### src/rtl/sc_arb_pkg.sv
package sc_arb_pkg;
  localparam int NLINES = 8;
  localparam int IDX_W  = $clog2(NLINES);
  localparam int NEVT   = NLINES - 1;

  typedef logic [IDX_W-1:0] idx_t;

  // task indices; higher index is more urgent
  localparam idx_t T_SEL = idx_t'(0);
  localparam idx_t T_AUX = idx_t'(1);
  localparam idx_t T_DEP = idx_t'(2);
  localparam idx_t T_EXA = idx_t'(3);
  localparam idx_t T_RUN = idx_t'(4);
  localparam idx_t T_HLT = idx_t'(5);
  localparam idx_t T_NA1 = idx_t'(6);
  localparam idx_t T_NA2 = idx_t'(7);
endpackage

### src/rtl/sc_pend_bank.sv
module sc_pend_bank #(
  parameter int N = sc_arb_pkg::NLINES
) (
  input  logic         clk,
  input  logic         rst_n,
  input  logic [N-1:0] set_i,
  input  logic [N-1:0] clr_i,
  output logic [N-1:0] pend_o
);
  for (genvar k = 0; k < N; k++) begin : g_line
    logic bit_q;
    always_ff @(posedge clk) begin
      if (!rst_n)        bit_q <= 1'b0;
      else if (set_i[k]) bit_q <= 1'b1;   // set wins over clear
      else if (clr_i[k]) bit_q <= 1'b0;
    end
    assign pend_o[k] = bit_q;
  end
endmodule

### src/rtl/sc_prio_enc.sv
module sc_prio_enc #(
  parameter int N = sc_arb_pkg::NLINES,
  parameter int W = $clog2(N)
) (
  input  logic [N-1:0] req_i,
  output logic         any_o,
  output logic [W-1:0] idx_o
);
  always_comb begin
    idx_o = '0;
    for (int k = 0; k < N; k++) begin
      if (req_i[k]) idx_o = W'(k);
    end
  end
  assign any_o = |req_i;
endmodule

### src/rtl/sc_task_dec.sv
module sc_task_dec #(
  parameter int N = sc_arb_pkg::NLINES,
  parameter int W = $clog2(N)
) (
  input  logic         clk,
  input  logic         rst_n,
  input  logic         load_i,
  input  logic [W-1:0] idx_i,
  output logic [N-1:0] strb_o
);
  logic         vld_q;
  logic [W-1:0] idx_q;

  always_ff @(posedge clk) begin
    if (!rst_n) begin
      vld_q <= 1'b0;
      idx_q <= '0;
    end else begin
      vld_q <= load_i;
      if (load_i) idx_q <= idx_i;
    end
  end

  for (genvar k = 0; k < N; k++) begin : g_strb
    assign strb_o[k] = vld_q && (idx_q == W'(k));
  end
endmodule

### src/rtl/sc_nxt_seq.sv
module sc_nxt_seq (
  input  logic clk,
  input  logic rst_n,
  input  logic s1_done_i,
  input  logic s2_done_i,
  output logic hold_o
);
  logic hold_q;
  always_ff @(posedge clk) begin
    if (!rst_n)         hold_q <= 1'b0;
    else if (s1_done_i) hold_q <= 1'b1;
    else if (s2_done_i) hold_q <= 1'b0;
  end
  assign hold_o = hold_q;
endmodule

### src/rtl/sc_arb.sv
module sc_arb
  import sc_arb_pkg::*;
(
  input  logic              clk,
  input  logic              rst_n,
  input  logic [NEVT-1:0]   evt_i,
  input  logic              cyc_gnt_i,
  output logic              cyc_req_o,
  output logic [NLINES-1:0] strb_o,
  output logic              sw_hold_o
);
  logic [NLINES-1:0] pend_q;
  logic [NLINES-1:0] set_v;
  logic [NLINES-1:0] clr_v;
  logic              any_w;
  idx_t              win_w;
  logic              fire_w;
  logic              na_busy;

  sc_prio_enc #(.N(NLINES), .W(IDX_W)) u_enc (
    .req_i (pend_q),
    .any_o (any_w),
    .idx_o (win_w)
  );

  assign cyc_req_o = any_w;
  assign fire_w    = any_w && cyc_gnt_i;

  // a next-address operation occupies the panel until its hold drops
  assign na_busy = pend_q[T_NA1] || pend_q[T_NA2] || sw_hold_o || strb_o[T_NA1];

  always_comb begin
    set_v            = '0;
    set_v[NEVT-1:0]  = evt_i;
    set_v[T_NA1]     = evt_i[T_NA1] && !na_busy;
    set_v[T_NA2]     = strb_o[T_NA1];
    clr_v            = fire_w ? (NLINES'(1) << win_w) : '0;
  end

  sc_pend_bank #(.N(NLINES)) u_pend (
    .clk    (clk),
    .rst_n  (rst_n),
    .set_i  (set_v),
    .clr_i  (clr_v),
    .pend_o (pend_q)
  );

  sc_task_dec #(.N(NLINES), .W(IDX_W)) u_dec (
    .clk    (clk),
    .rst_n  (rst_n),
    .load_i (fire_w),
    .idx_i  (win_w),
    .strb_o (strb_o)
  );

  sc_nxt_seq u_seq (
    .clk       (clk),
    .rst_n     (rst_n),
    .s1_done_i (strb_o[T_NA1]),
    .s2_done_i (strb_o[T_NA2]),
    .hold_o    (sw_hold_o)
  );
endmodule

### config.mk
export PLATFORM = sky130hd
export DESIGN_NAME = sc_arb
export DESIGN_NICKNAME = d
export VERILOG_FILES = /design/src/rtl/sc_arb_pkg.sv /design/src/rtl/sc_pend_bank.sv /design/src/rtl/sc_prio_enc.sv /design/src/rtl/sc_task_dec.sv /design/src/rtl/sc_nxt_seq.sv /design/src/rtl/sc_arb.sv
export SDC_FILE = /design/constraint.sdc
export NUM_CORES = 1
export LEC_CHECK = 0
export ABC_AREA = 1
export ABC_CLOCK_PERIOD_IN_PS = 1200
export BUFFER_PORTS_ARGS = -buffer_cell sky130_fd_sc_hd__buf_4
export CAP_MARGIN = 20
export CORE_MARGIN = 3
export CORE_UTILIZATION = 44
export DETAILED_ROUTE_END_ITERATION = 10
export HOLD_SLACK_MARGIN = 0.15
export PLACE_DENSITY = 0.7
export SYNTH_ARGS = -nofsm -noshare
export SYNTH_HDL_FRONTEND = slang
export SYNTH_SLANG_ARGS = --single-unit
### constraint.sdc
create_clock -name clk -period 1.2 [get_ports clk]
set_input_delay 0.24 -clock clk [delete_from_list [all_inputs] [get_ports clk]]
set_output_delay 0.24 -clock clk [all_outputs]
set_load 0.005 [all_outputs]
==> results of run 1 <==
-- flip-flops by register name (all words and copies together) (netlist names) --
signal and cells:
u_dec.vld_q 1, u_seq.hold_o 1, u_dec.idx_q 3, u_pend.g_line.bit_q 8
-- through the flow --
| stage | TNS [ns] | instance area [sq um] | instances | total power [W] | util |
|---|---|---|---|---|---|
| 2_1_floorplan | 0 | 657 | 96 | 0.000630 | - |
| 3_3_place_gp | 0 | 800 | 127 | 0.000686 | 0.592 |
| 3_5_place_dp | 0 | 800 | 127 | 0.000692 | 0.592 |
| 4_1_cts | -0.240 | 905 | 138 | 0.00100 | 0.670 |
| 5_1_grt | -2.23 | 1060 | 143 | 0.00114 | 0.782 |
| 6_report | -0.788 | 1060 | 143 | 0.00108 | 0.782 |
-- worst max-delay path, cell delays in order, from the launching register on --
cell and delay [ns]:
dfxtp_2 0.33, inv_2 0.07, nand2_4 0.06, nor2_4 0.11
nand3_2 0.09, buf_6 0.13
-- worst paths after layout --
kind              slack, ns              startpoint                      to  cells after the start
setup / recovery      -0.12  u_pend.g_line[4].bit_q               cyc_req_o                      5
hold / removal         0.16                evt_i[1]  u_pend.g_line[1].bit_q                      3
setup reg to reg      -0.08  u_pend.g_line[4].bit_q  u_pend.g_line[6].bit_q                      9
hold reg to reg        0.47  u_pend.g_line[7].bit_q  u_pend.g_line[7].bit_q                      2
-- Yosys cell counts --
cell and instances:
a21oi_1 9, nand4_1 1, nand3_2 1, o21ai_0 2
inv_2 4, nand2_4 1, dfxtp_1 13, clkbuf_1 1
o21ai_1 2, nor2_4 1, nand2_2 2, nand2_1 16
inv_1 14, a211oi_1 1, nand3_1 5, buf_4 2
nor2_1 17, a211oi_2 2, nor2_2 2
-- cells by family (layout without fill, tap and decap cells) --
logic type             Yosys count  after routing  share of synthesized area
buffers and inverters           21             53                      0.131
and+or+nand+nor                 46             46                      0.324
DFF                             13             13                      0.396
AOI/OAI and AO/OA               16             16                      0.149
-- layout make-up --
type / instances / area, sq um
Tap cell: 15 / 18.8
Timing Repair Buffer: 31 / 244
Clock buffer: 4 / 26.3
Sequential cell: 13 / 277
Fill cell: 101 / 294
Multi-Input combinational cell: 62 / 415
Inverter: 18 / 75.1
-- report_power, final --
group / switching [W] / internal, W / total, W
registers: 0.0000351 / 0.000466 / 0.000501
clock network: 0.000149 / 0.000129 / 0.000279
logic: 0.000160 / 0.000142 / 0.000301
-- routing by layer --
layer,up-vias,track usage
li1,364,-
met3,5,0.0244
met4,0,0.0904
met2,18,0.281
met5,-,0
met1,294,0.183
-- timing repair --
action | in CTS | in global routing
resized for setup | 17 | 34
setup buffers | 7 | 5
pin swaps | 3 | 9
cloned | 0 | 0
endpoints found under the setup margin | 9 | 18
==> metrics.log, run 1 <==
INFO  metric clkTransAtPathRegs = 0.08 ns
INFO  metric die_y = ~45 microns
INFO  metric power.ir.vdd_worst = about 750 uV
INFO  metric slew_headroom = 0.709
INFO  metric met2WireLength = 810 microns
INFO  metric layout-drive-gt1-share = 0.633
INFO  metric crit_path_start_kind = register
INFO  metric cts.sink_count = 13
INFO  metric core_area = around 1400 sq um
INFO  metric synth_sequential_area_ratio = 0.396
INFO  metric synthesis.yosys.warnings = 0
INFO  metric floorplan.rows = 13
INFO  metric synth_fp_nets = 106
INFO  metric run_status = complete, but fails checks
INFO  metric rsz_0062_raised_after_global_routing = true
INFO  metric ctsRootBufferMaster = clkbuf_4
INFO  metric worstSkewPairLatency = 0.28 ns
INFO  metric via_count = 681
INFO  metric post_synth.cell_area_avg = 6.84 sq um
INFO  metric cp-end-kind = output port
INFO  metric cts_max_level = 1
INFO  metric cts_inserted_buffers = 3
INFO  metric routedLengthMet1 = ~630 microns
INFO  metric hold_ws = 0.161 ns
INFO  metric synth.lib_cells_used.distinct = 19
INFO  metric initial_utilization = 0.487
INFO  metric clock.fmax = 757 MHz
INFO  metric routed.top_layer = met4
INFO  metric synthCells = 96
INFO  metric cts_max_path_bufs = 2
INFO  metric post_synthesis_sequential_element_count = 13
INFO  metric via_count_of_the_first_global_routing_pass = 589
INFO  metric synth_area = 657 sq um
INFO  metric drtIter0Drc = 2
INFO  metric die_x = 44.6 microns
INFO  metric clock-skew-final = ~0.0011 ns
INFO  metric violations = setup timing
INFO  metric worst-slew-pin-transition = 0.437 ns
INFO  metric drt_first_pass_iters = 4
INFO  metric nets = 139
INFO  metric p_per_area = 1020 nW/um^2
INFO  metric finalWorstSetupSlack = -0.121 ns
INFO  metric min_period_over_period = 1.10
INFO  metric worst-endpoint-arrival = 1.08 ns
INFO  metric track_usage = 0.161
INFO  metric cp_max_fo = 3
INFO  metric final_antenna_violating_net_count = 0
INFO  metric setup_violations = 17
INFO  metric synthTopCellsByArea = dfxtp_1 (40%), nor2_1 (9.7%), nand2_1 (9.1%)
INFO  metric gpl.final_weighted_congestion = 0.816
INFO  metric met3WireLength = 83 microns
INFO  metric port_buffers = 19
INFO  metric grt_start_max_net_pins = 14
INFO  metric grt_first_pass_wirelength = roughly 2400 microns
INFO  metric syn2layout_area_growth = 60.8%
INFO  metric dpl.hpwl = 993 microns
INFO  metric drt-total-wl = 1560 microns
INFO  metric p_leak = 0.490 nW
INFO  metric tritoncts = yes
INFO  metric data_required_critical_path = 0.96 ns
INFO  metric routed_wire_length_per_instance = approximately 11 microns
INFO  metric ios = 20
INFO  metric dieArea = roughly 2000 sq um
INFO  metric pre_cts_slack = 0.0664 ns
INFO  metric via_per_inst = roughly 4.8
INFO  metric post-synth-top-area-cell = dfxtp_1
INFO  metric max_cap_violations = 0
INFO  metric antennaDiodeCount = 0
INFO  metric synth_largest_type_area_fraction = 0.396
INFO  metric finalHoldViolations = 0
INFO  metric gr-total-overflow = 0
INFO  metric setup.worst_path.class = reg2out
INFO  metric grt_antenna_before_repair = 0
INFO  metric mostFrequentLayoutCells = buf_4 (28), nor2_1 (10), inv_1 (9)
INFO  metric cts.hold.buffers_added = 0
INFO  metric min_path_type = in2reg
INFO  metric most_common_cell_after_layout_fill_and_taps_aside = buf_4
INFO  metric drcViolationCount = 0
INFO  metric slew_viol_final = 0
INFO  metric min_tclk_post_route = 1.32 ns
Power figures use the tool's default switching activity.
==> run 2, diff against run 1 <==
--- a/config.mk
+++ b/config.mk
@@ -5,7 +5,7 @@
 export SDC_FILE = /design/constraint.sdc
 export NUM_CORES = 1
 export LEC_CHECK = 0
-export ABC_AREA = 1
+export ABC_AREA = 0
 export ABC_CLOCK_PERIOD_IN_PS = 1200
 export BUFFER_PORTS_ARGS = -buffer_cell sky130_fd_sc_hd__buf_4
 export CAP_MARGIN = 20
@@ -13,7 +13,7 @@
 export CORE_UTILIZATION = 44
 export DETAILED_ROUTE_END_ITERATION = 10
 export HOLD_SLACK_MARGIN = 0.15
-export PLACE_DENSITY = 0.7
+export PLACE_DENSITY = 0.71
 export SYNTH_ARGS = -nofsm -noshare
 export SYNTH_HDL_FRONTEND = slang
 export SYNTH_SLANG_ARGS = --single-unit
==> run 2 against run 1 <==
  * Combinational power shrank 18%
  * Sequential share of layout area grew 1.2 points
  * First-iteration DRC count grew to 3.5 times the previous value
  * The run still ends with setup timing left
  * Total power shrank 3.7%
  * Largest power group unchanged
  * Sequential power grew 4%
  * Critical path type unchanged
  * Area after synthesis shrank 5.7%
  * Die area shrank 5.0%
  * Maximum frequency shrank 8.0%
  * Clock power is essentially flat
==> metrics.log, run 2 <==
INFO  metric post-synth-top-area-cell = dfxtp_1
INFO  metric place_area = 813 sq um
INFO  metric max_cap_violations = 0
INFO  metric via_count_of_the_first_global_routing_pass = 563
INFO  metric gr-total-overflow = 0
INFO  metric synth_compound_area_frac = 0.246
INFO  metric worst-slew-pin-transition = 0.240 ns
INFO  metric synth_edf_count = 0
INFO  metric syn2layout_area_growth = 65.9%
INFO  metric slew_headroom = 0.840
INFO  metric via_per_inst = 5.42
INFO  metric grt_antenna_before_repair = 0
INFO  metric crit_path_start_kind = register
INFO  metric finalWorstSetupSlack = -0.235 ns
INFO  metric synth_common_cells = dfxtp_1 (13), nor2_1 (6), a21oi_1 (5), o21a_1 (5)
INFO  metric synth.most_common_cell = dfxtp_1
INFO  metric clkTransAtPathRegs = 0.08 ns
INFO  metric clock-skew-final = a little over 0.005 ns
INFO  metric run_status = complete, but fails checks
INFO  metric synthSimpleGateAreaFrac = 0.267
INFO  metric synth_sequential_area_ratio = 0.420
INFO  metric synth_top_family_by_area = simple AND/OR/NAND/NOR gates
INFO  metric n_fill_cell = 70
INFO  metric clock.fmax = about 700 MHz
INFO  metric min_tclk_post_route = 1.44 ns
INFO  metric routedLengthMet1 = a little over 700 microns
INFO  metric regMostFlops = u_pend.g_line.bit_q
INFO  metric min_path_type = in2reg
INFO  metric power.ir.vdd_worst = 925 uV
INFO  metric stdcell_area = around 1000 sq um
INFO  metric routed_wire_length_per_instance = 14.7 microns
INFO  metric synth-xor-area-share = 0
INFO  metric port_buffers = 19
INFO  metric pre_cts_slack = -0.0826 ns
INFO  metric drcViolationCount = 0
INFO  metric synthTopCellsByArea = dfxtp_1 (42%), o21a_1 (6.1%), a21oi_1 (4.0%)
INFO  metric antennaDiodeCount = 0
INFO  metric drtIter0Drc = 7
INFO  metric data_required_critical_path = 0.96 ns
INFO  metric finalHoldViolations = 0
INFO  metric nets = 117
INFO  metric synthesis.yosys.warnings = 0
INFO  metric final_antenna_violating_net_count = 0
INFO  metric cpPeakStageDelay = 0.37 ns
INFO  metric core_area = around 1200 sq um
INFO  metric worst-endpoint-arrival = 1.20 ns
INFO  metric initial_utilization = 0.509
INFO  metric synth_largest_type_area_fraction = 0.420
INFO  metric post_synth_fa_ha_maj_area_fraction = 0
INFO  metric cp-end-kind = output port
INFO  metric worst-path-buf-inv = 1
INFO  metric worstSkewPairLatency = 0.28 ns
INFO  metric grt_first_pass_wirelength = 2560 microns
INFO  metric dieArea = between 1500 and 2000 sq um
INFO  metric via_count = 650
INFO  metric die_x = around 44 microns
INFO  metric synthMuxAreaShare = 0
INFO  metric met3WireLength = roughly 80 microns
INFO  metric ys_dominant_reg_cell = dfxtp_1
INFO  metric path_cells = nor4_4 > nand3_1 > buf_4
INFO  metric drt_first_pass_iters = 4
INFO  metric cts_inserted_buffers = 3
INFO  metric min_period_over_period = 1.20
INFO  metric grt_start_max_net_pins = 14
INFO  metric layout-drive-gt1-share = 0.585
INFO  metric critical_path.slowest_cell = dfxtp_4
INFO  metric synth.lib_cells_used.distinct = 26
INFO  metric floorplan.rows = 12
INFO  metric most_common_cell_after_layout_fill_and_taps_aside = buf_4
INFO  metric slew_viol_final = 0
INFO  metric rsz_0062_raised_after_global_routing = true
INFO  metric track_usage = 0.184
INFO  metric routed.top_layer = met4
INFO  metric drt-total-wl = 1760 microns
INFO  metric setup_violations = 14
INFO  metric ctsRootBufferMaster = clkbuf_4
INFO  metric violations = setup timing
INFO  metric dpl.hpwl = 1110 microns
INFO  metric cts.sink_count = 13
INFO  metric synth-async-reset-ratio = 0
INFO  metric met2WireLength = around 940 microns
INFO  metric layout_top_registers = u_pend.g_line.bit_q: 8 flops, u_dec.idx_q: 3 flops
INFO  metric post_synth.cell_area_avg = 8.60 sq um
INFO  metric max_ffs_per_register = 8
INFO  metric post_synthesis_sequential_element_count = 13
INFO  metric p_per_area = between 1000 and 1500 nW/um^2
INFO  metric setup.worst_path.class = reg2out
INFO  metric mostFrequentLayoutCells = buf_4 (30), dfxtp_1 (6), a21oi_1 (5), o21a_1 (5), dfxtp_4 (5)
INFO  metric crit_family = simple AND/OR/NAND/NOR gates
INFO  metric tritoncts = yes
INFO  metric cp_max_fo = 4
INFO  metric cts_max_path_bufs = 2
INFO  metric cts_max_level = 1
INFO  metric synth_fp_nets = 82
INFO  metric die_y = between 40 and 50 microns
INFO  metric ios = 20
INFO  metric synthCells = between 70 and 80
INFO  metric synth_area = 619 sq um
INFO  metric gpl.final_weighted_congestion = 0.706
INFO  metric cts.hold.buffers_added = 0
INFO  metric p_leak = 0.454 nW
==> run 2: stage by stage <==
| stage | instances | util | total power (W) | hold slack [ns] | setup TNS [ns] |
|---|---|---|---|---|---|
| 2_1_floorplan | 72 | - | 0.000600 | 0.364 | 0 |
| 3_3_place_gp | 109 | 0.669 | 0.000679 | 0.447 | -0.0459 |
| 3_5_place_dp | 109 | 0.669 | 0.000688 | 0.454 | -0.264 |
| 4_1_cts | 115 | 0.773 | 0.000998 | 0.163 | -0.794 |
| 5_1_grt | 120 | 0.845 | 0.00109 | 0.164 | -2.14 |
| 6_report | 120 | 0.845 | 0.00104 | 0.167 | -1.34 |
==> run 2: final timing paths <==
check	slack [ns]	endpoint	startpoint	cells after the start
min reg2reg	0.56	u_dec.idx_q[1]	u_dec.idx_q[1]	1
max reg2reg	-0.10	u_dec.idx_q[2]	u_pend.g_line[3].bit_q	4
max	-0.24	cyc_req_o	u_pend.g_line[3].bit_q	3
min	0.17	u_pend.g_line[2].bit_q	evt_i[2]	2
==> run 2: cell type report <==
cell class,instances,area [sq um],area share
multi-input combinational,50,415,0.404
sequential,13,282,0.274
timing repair buffer,33,259,0.252
inverter,6,27.5,0.0268
clock buffer,4,26.3,0.0256
tap,14,17.5,0.0171
==> run 2: layer usage <==
metal  up-vias  track usage
met2        21        0.336
li1        323            -
met4         0       0.0361
met5         -            0
met3         6       0.0747
met1       300        0.199
==> run 2: where the power goes <==
part / switching, W / internal, W / leakage (nW)
Combinational: 0.000110 / 0.000137 / 0.328
Sequential: 0.0000551 / 0.000464 / 0.111
Clock: 0.000147 / 0.000129 / 0.0150
Total: 0.000312 / 0.000730 / 0.454
==> run 2: logic make-up after synthesis <==
family          count (synthesis)
buf+inv                         9
simple gates                   29
compound gates                 21
flops                          13
==> run 2: repair_timing <==
action	CTS	global route
pin swaps	3	6
buffers inserted	2	6
endpoints found under the setup margin	15	14
resized for setup	25	13
==> run 2: worst register-to-register path, delay by kind of cell, from the launching register on <==
family | cells | cell delay (ns)
buf+inv | 1 | 0.17
flops | 1 | 0.37
simple gates | 1 | 0.29
compound gates | 2 | 0.36
